### config.mk
export PLATFORM = sky130hd
export DESIGN_NAME = ook_tx_mod
export DESIGN_NICKNAME = d
export VERILOG_FILES = /design/src/rtl/ook_tx_pkg.sv /design/src/rtl/ook_rst_sync.sv /design/src/rtl/ook_sync_bus.sv /design/src/rtl/ook_nco.sv /design/src/rtl/ook_gate_out.sv /design/src/rtl/ook_tx_mod.sv
export SDC_FILE = /design/constraint.sdc
export NUM_CORES = 1
export LEC_CHECK = 0
export ABC_AREA = 1
export ABC_CLOCK_PERIOD_IN_PS = 2940
export CORE_MARGIN = 5
export CORE_UTILIZATION = 30
export CTS_CLUSTER_DIAMETER = 40
export CTS_CLUSTER_SIZE = 24
export DETAILED_ROUTE_END_ITERATION = 8
export DONT_BUFFER_PORTS = 1
export MAX_ROUTING_LAYER = met4
export SLEW_MARGIN = 20
export SYNTH_ARGS = -nofsm -noshare
export SYNTH_HDL_FRONTEND = slang
export SYNTH_SLANG_ARGS = --single-unit
### constraint.sdc
create_clock -name clk -period 2.94 [get_ports clk]
set_input_delay 0.147 -clock clk [delete_from_list [all_inputs] [get_ports clk]]
set_output_delay 0.147 -clock clk [all_outputs]
set_load 0.02 [all_outputs]
### src/rtl/ook_tx_pkg.sv
package ook_tx_pkg;

  localparam int TRIM_W = 3;
  localparam int NUM_CODES = 1 << TRIM_W;
  localparam logic [TRIM_W-1:0] TRIM_ILLEGAL = 3'b111;

  // Control bundle carried through the synchronizer
  typedef struct packed {
    logic             en;
    logic             data;
    logic             pol;
    logic [TRIM_W-1:0] trim;
  } ctl_t;

  // Nominal carrier frequency in kHz for each trim code
  function automatic int unsigned carrier_khz(input logic [TRIM_W-1:0] code);
    case (code)
      3'd0:    return 15300;
      3'd1:    return 13800;
      3'd2:    return 11300;
      3'd3:    return 10200;
      3'd4:    return 8210;
      3'd5:    return 6860;
      3'd6:    return 5910;
      default: return 0;
    endcase
  endfunction

  // Rounded phase increment for an accumulator of acc_w bits
  function automatic longint unsigned phase_step(input logic [TRIM_W-1:0] code,
                                                 input int acc_w,
                                                 input int sys_khz);
    longint unsigned num;
    num = (longint'(carrier_khz(code)) << acc_w) + longint'(sys_khz / 2);
    return num / longint'(sys_khz);
  endfunction

endpackage

### src/rtl/ook_rst_sync.sv
module ook_rst_sync #(
  parameter int STAGES = 2
) (
  input  logic clk,
  input  logic rst_n_async,
  output logic rst_n_sync
);

  logic [STAGES-1:0] chain_q;
  logic [STAGES-1:0] chain_d;

  assign chain_d = {chain_q[STAGES-2:0], 1'b1};

  always_ff @(posedge clk or negedge rst_n_async) begin
    if (!rst_n_async) begin
      chain_q <= '0;
    end else begin
      chain_q <= chain_d;
    end
  end

  assign rst_n_sync = chain_q[STAGES-1];

endmodule

### src/rtl/ook_sync_bus.sv
module ook_sync_bus #(
  parameter int WIDTH  = 6,
  parameter int STAGES = 2
) (
  input  logic             clk,
  input  logic             rst_n,
  input  logic [WIDTH-1:0] din,
  output logic [WIDTH-1:0] dout
);

  logic [WIDTH-1:0] stage_q [STAGES];

  for (genvar g = 0; g < STAGES; g++) begin : g_stage
    logic [WIDTH-1:0] stage_d;
    if (g == 0) begin : g_first
      assign stage_d = din;
    end else begin : g_next
      assign stage_d = stage_q[g-1];
    end
    always_ff @(posedge clk or negedge rst_n) begin
      if (!rst_n) begin
        stage_q[g] <= '0;
      end else begin
        stage_q[g] <= stage_d;
      end
    end
  end

  assign dout = stage_q[STAGES-1];

endmodule

### src/rtl/ook_nco.sv
module ook_nco
  import ook_tx_pkg::*;
#(
  parameter int ACC_W   = 24,
  parameter int SYS_KHZ = 200000
) (
  input  logic              clk,
  input  logic              rst_n,
  input  logic [TRIM_W-1:0] trim_s,
  output logic              carrier_nxt,
  output logic              toggle_nxt,
  output logic              illegal
);

  localparam int MSB = ACC_W - 1;

  logic [ACC_W-1:0] step_tbl [NUM_CODES];
  logic [ACC_W-1:0] acc_q;
  logic [ACC_W-1:0] acc_d;
  logic             acc_ld;

  // Step table computed per code at elaboration
  for (genvar c = 0; c < NUM_CODES; c++) begin : g_step
    localparam longint unsigned STEP = phase_step(TRIM_W'(c), ACC_W, SYS_KHZ);
    assign step_tbl[c] = ACC_W'(STEP);
  end

  assign illegal = (trim_s == TRIM_ILLEGAL);
  assign acc_ld  = 1'b1;

  always_comb begin
    if (illegal) begin
      acc_d = '0;
    end else begin
      acc_d = acc_q + step_tbl[trim_s];
    end
  end

  always_ff @(posedge clk or negedge rst_n) begin
    if (!rst_n) begin
      acc_q <= '0;
    end else if (acc_ld) begin
      acc_q <= acc_d;
    end
  end

  assign carrier_nxt = acc_d[MSB];
  assign toggle_nxt  = acc_d[MSB] ^ acc_q[MSB];

endmodule

### src/rtl/ook_gate_out.sv
module ook_gate_out (
  input  logic clk,
  input  logic rst_n,
  input  logic want_tx,
  input  logic illegal,
  input  logic carrier_nxt,
  input  logic toggle_nxt,
  output logic txp,
  output logic txn,
  output logic trim_err
);

  logic gate_q, gate_d, gate_ld;
  logic p_q, p_d, n_q, n_d;
  logic err_q, err_d;

  // Gate may only change at a carrier phase change, except the illegal-code cutoff
  always_comb begin
    gate_ld = illegal | toggle_nxt;
    if (illegal) begin
      gate_d = 1'b0;
    end else if (toggle_nxt) begin
      gate_d = want_tx;
    end else begin
      gate_d = gate_q;
    end
    p_d   = gate_d & carrier_nxt;
    n_d   = gate_d & ~carrier_nxt;
    err_d = err_q | illegal;
  end

  always_ff @(posedge clk or negedge rst_n) begin
    if (!rst_n) begin
      gate_q <= 1'b0;
    end else if (gate_ld) begin
      gate_q <= gate_d;
    end
  end

  always_ff @(posedge clk or negedge rst_n) begin
    if (!rst_n) begin
      p_q   <= 1'b0;
      n_q   <= 1'b0;
      err_q <= 1'b0;
    end else begin
      p_q   <= p_d;
      n_q   <= n_d;
      err_q <= err_d;
    end
  end

  assign txp      = p_q;
  assign txn      = n_q;
  assign trim_err = err_q;

endmodule

### src/rtl/ook_tx_mod.sv
module ook_tx_mod
  import ook_tx_pkg::*;
#(
  parameter int ACC_W       = 24,
  parameter int SYS_KHZ     = 200000,
  parameter int SYNC_STAGES = 2
) (
  input  logic              clk,
  input  logic              rst_n,
  input  logic              tx_en,
  input  logic              tx_data,
  input  logic              pol_inv,
  input  logic [TRIM_W-1:0] trim,
  output logic              txp,
  output logic              txn,
  output logic              trim_err
);

  localparam int CTL_W = $bits(ctl_t);

  logic rst_n_int;
  ctl_t ctl_raw, ctl_s;
  logic carrier_nxt, toggle_nxt, illegal, want_tx;

  ook_rst_sync #(.STAGES(2)) u_rst (
    .clk         (clk),
    .rst_n_async (rst_n),
    .rst_n_sync  (rst_n_int)
  );

  assign ctl_raw = '{en: tx_en, data: tx_data, pol: pol_inv, trim: trim};

  ook_sync_bus #(.WIDTH(CTL_W), .STAGES(SYNC_STAGES)) u_sync (
    .clk   (clk),
    .rst_n (rst_n_int),
    .din   (ctl_raw),
    .dout  (ctl_s)
  );

  ook_nco #(.ACC_W(ACC_W), .SYS_KHZ(SYS_KHZ)) u_nco (
    .clk         (clk),
    .rst_n       (rst_n_int),
    .trim_s      (ctl_s.trim),
    .carrier_nxt (carrier_nxt),
    .toggle_nxt  (toggle_nxt),
    .illegal     (illegal)
  );

  assign want_tx = ctl_s.en & (ctl_s.data ^ ctl_s.pol);

  ook_gate_out u_out (
    .clk         (clk),
    .rst_n       (rst_n_int),
    .want_tx     (want_tx),
    .illegal     (illegal),
    .carrier_nxt (carrier_nxt),
    .toggle_nxt  (toggle_nxt),
    .txp         (txp),
    .txn         (txn),
    .trim_err    (trim_err)
  );

endmodule

==> flow_metrics.env <==
export IMPL_ant_nets=0
export IMPL_grt_ovfl_total=0
export IMPL_slew_violations=0
export IMPL_synth_warnings=0
export IMPL_cp_top_family="simple AND/OR/NAND/NOR gates"
export IMPL_synthTopCellsByArea="dfrtp_1 35%, ha_1 12%, nand2_1 12%"
export IMPL_p_sw_uw=1570
export IMPL_hpwlAfterDp_mm=5.84
export IMPL_tritoncts="yes"
export IMPL_synth_nets=440
export IMPL_drt_initial_drc_count=186
export IMPL_yosysUniqueCellTypes=34
export IMPL_fin_util_pct=34.3
export IMPL_drv_cap=0
export IMPL_arrival_ns=2.94
export IMPL_wl_per_cell_um=13.5
export IMPL_synth_compound_area_share_pct=10.9
export IMPL_port_buffers=0
export IMPL_status="finished clean"
export IMPL_pwr_share_comb_pct=58.9
export IMPL_fin_crit_ns=2.74
export IMPL_slew_headroom_pct=40.0
export IMPL_synth_edf_count=0
export IMPL_p_per_area_mw_per_mm2=964
export IMPL_synth_area_mm2=0.00298
export IMPL_worst_path_largest_cell_delay_ns=0.46
export IMPL_drcViolationCount=0
export IMPL_post_route_period_util_pct=93.1
export IMPL_synthAdderAreaFrac_pct=12.8
export IMPL_finalSetupViolations=0
export IMPL_placementRows=36
export IMPL_initial_utilization_pct=30.7
export IMPL_p_int_uw=1640
export IMPL_synthMuxAreaShare_pct=0
export IMPL_cts_max_path_buffers=2
export IMPL_htree_levels=2
export IMPL_min_path_type="input pin to asynchronous set/reset pin"
export IMPL_clk_pin_slew_ns=0.10
export IMPL_antenna_cells=0
export IMPL_required_ns=3.14
export IMPL_clock_sinks=42
export IMPL_final_hold_violation_count=0
export IMPL_grtUsageTotal_pct=14.0
export IMPL_p_leak_uw=0.00168
export IMPL_drtPass1Iterations=4
export IMPL_pin_count=11
export IMPL_clk_latency_ns=0.30
export IMPL_synth_top_family_by_area="simple AND/OR/NAND/NOR gates"
export IMPL_vdd_ir_drop_max_v=0.000373
export IMPL_die_area_mm2=0.0120
export IMPL_worstSetupPathType="flop to flop"
export IMPL_viasPerCell=4.63
export IMPL_yosys_area_top_type="dfrtp_1"
export IMPL_die_h_um=110
export IMPL_netlist_instances=402
export IMPL_fin_skew_ns=0.00940
export IMPL_synth_main_ff_cell="dfrtp_1"
export IMPL_worst_slack_ns=0.203
export IMPL_die_w_um=110
export IMPL_cp_cell_sequence="inv_1 -> nor2_1 -> a21oi_1 -> ha_1 -> inv_1 -> fa_2 -> inv_2 -> nand3_1 -> nand2_1 -> nand2_1 -> nand3_1 -> nand4_1 -> a21oi_1 -> nor2_1"
export IMPL_coreArea_mm2=0.00973
export IMPL_nFillCells=1066
export IMPL_nets=454
export IMPL_cp_max_fo=6
export IMPL_switching_share_pct=48.9
export IMPL_start_kind="flop"
export IMPL_pwr_share_seq_pct=27.9
export IMPL_synth_simple_area_share_pct=30.9
export IMPL_yosys_area_share_xor_xnor_pct=2.64
export IMPL_post_place_ws_ns=0.132
export IMPL_async_flop_share_pct=100
export IMPL_r2r_setup_slack_ns=0.20
export IMPL_grt_max_degree=41
export IMPL_synth_seq_cells=42
export IMPL_postSynthAreaPerCell_um2=7.42
export IMPL_seq_area_frac_synth_pct=35.2
export IMPL_gp_congestion=0.911
export IMPL_tightest_slew_ns=0.901
export IMPL_antenna_found_initial=0
export IMPL_clockPowerShare_pct=13.2
export IMPL_max_freq_mhz=365
export IMPL_layout_area_overhead_vs_synth_pct=11.8
export IMPL_dr_total_vias=2544
export IMPL_critPathCaptureType="flop"
export IMPL_numCtsBuffers=5
export IMPL_grt_pass1_wl_mm=12.8
export IMPL_cp_slowest_cell="dfrtp_2"
export IMPL_synth_top_area_share_pct=35.2
export IMPL_cts_root_buf="clkbuf_8"
export IMPL_wl_mm=7.43
export IMPL_drive_gt1_share_pct=12.2
export IMPL_path_buf_inv=3
export IMPL_whs_ns=0.0641
export IMPL_grt_pass1_vias=2651
flip-flops by register name, summed over array words and instances, names as in the netlist:
name                    count
u_nco.acc_q                24
u_out.txp                   1
u_out.txn                   1
u_rst.chain_q               2
u_out.gate_q                1
u_out.trim_err              1
u_sync.dout                 6
u_sync.g_stage.stage_d      6
routing by layer:
metal	up-vias	GRT usage, %	share of wire, %
li1	1310	-	-
met3	10	2.00	2.6
met5	-	-	0
met1	1190	18.2	49
met2	34	22.6	47
met4	0	4.01	1.3
per-stage QoR:
stage          area [µm²]  TNS (ns)  power (µW)  cells
2_1_floorplan        2980         0        2350    402
3_3_place_gp         3160         0        2770    534
3_5_place_dp         3160         0        2770    534
4_1_cts              3320         0        3220    549
5_1_grt              3340   -0.0113        3550    550
6_report             3340         0        3220    550
cell families (layout without fill, tap and decap cells):
| logic type | after synthesis | in the layout |
|---|---|---|
| XOR/XNOR | 9 | 9 |
| adder cells (fa/ha/maj) | 30 | 30 |
| other | 1 | 1 |
| flip-flops | 42 | 42 |
| AND/OR/NAND/NOR | 202 | 202 |
| buffers and inverters | 59 | 74 |
| AO/OA/AOI/OAI | 59 | 59 |
power by group through the flow:
stage                     logic [µW]  clock network (µW)  registers, µW
after CTS                       1870                 442            899
after floorplan                 1490                   0            861
final                           1890                 425            897
after global routing            2170                 461            920
after global placement          1860                   0            907
after detailed placement        1860                   0            910
placed cells by master, fill, tap and decap left out, drive strengths merged, types with 2 or more instances in the layout:
cell type,instances
o21bai,4
or2,2
a21oi,32
nor2,62
dfrtp,42
o21a,2
xor2,2
nand4,11
nor3,4
buf,3
nand3,15
ha,29
inv,56
dlygate4sd3,7
nand2,106
o21ai,20
xnor2,7
clkbuf,6
cell usage after synthesis (3+ instances only):
library cell,n
inv_1,51
nor2_1,55
a21oi_1,31
clkbuf_1,3
inv_2,4
nor2_2,4
o21ai_0,17
nor2_4,3
nand3_2,3
xnor2_1,7
nand3_1,12
dfrtp_1,42
nand2_1,93
nand2_2,12
ha_1,29
o21bai_1,3
nand4_1,11
layout make-up:
type	count	area, µm²	area share (%)
Clock buffer	6	82.6	2.47
Timing Repair Buffer	10	92.6	2.77
Sequential cell	42	1050	31.6
Inverter	56	210	6.30
Multi-Input combinational cell	301	1710	51.4
Tap cell	133	166	4.99
Clock inverter	2	16.3	0.487
worst paths after layout:
kind                       depth (start not counted)                    endpoint                                    from
max                                               14   u_nco.acc_q[16]$_DFF_PN0_                u_sync.dout[0]$_DFF_PN0_
min                                                1  u_rst.chain_q[0]$_DFF_PN0_                                   rst_n
min in group clk                                   0    u_sync.dout[0]$_DFF_PN0_  u_sync.g_stage[1].stage_d[0]$_DFF_PN0_
min reg2reg                                        0    u_sync.dout[0]$_DFF_PN0_  u_sync.g_stage[1].stage_d[0]$_DFF_PN0_
max reg2reg                                       14   u_nco.acc_q[16]$_DFF_PN0_                u_sync.dout[0]$_DFF_PN0_
max in group asynchronous                          0    u_sync.dout[2]$_DFF_PN0_              u_rst.chain_q[1]$_DFF_PN0_
timing repair:
| action | 4_1_cts | 5_1_grt |
|---|---|---|
| buffers inserted | 0 | 1 |
| hold buffers | 7 | 0 |
| endpoints found under the setup margin | 0 | 3 |
| resized for setup | 0 | 4 |
| hold endpoints to repair | 8 | 0 |
Power figures use the tool's default switching activity.
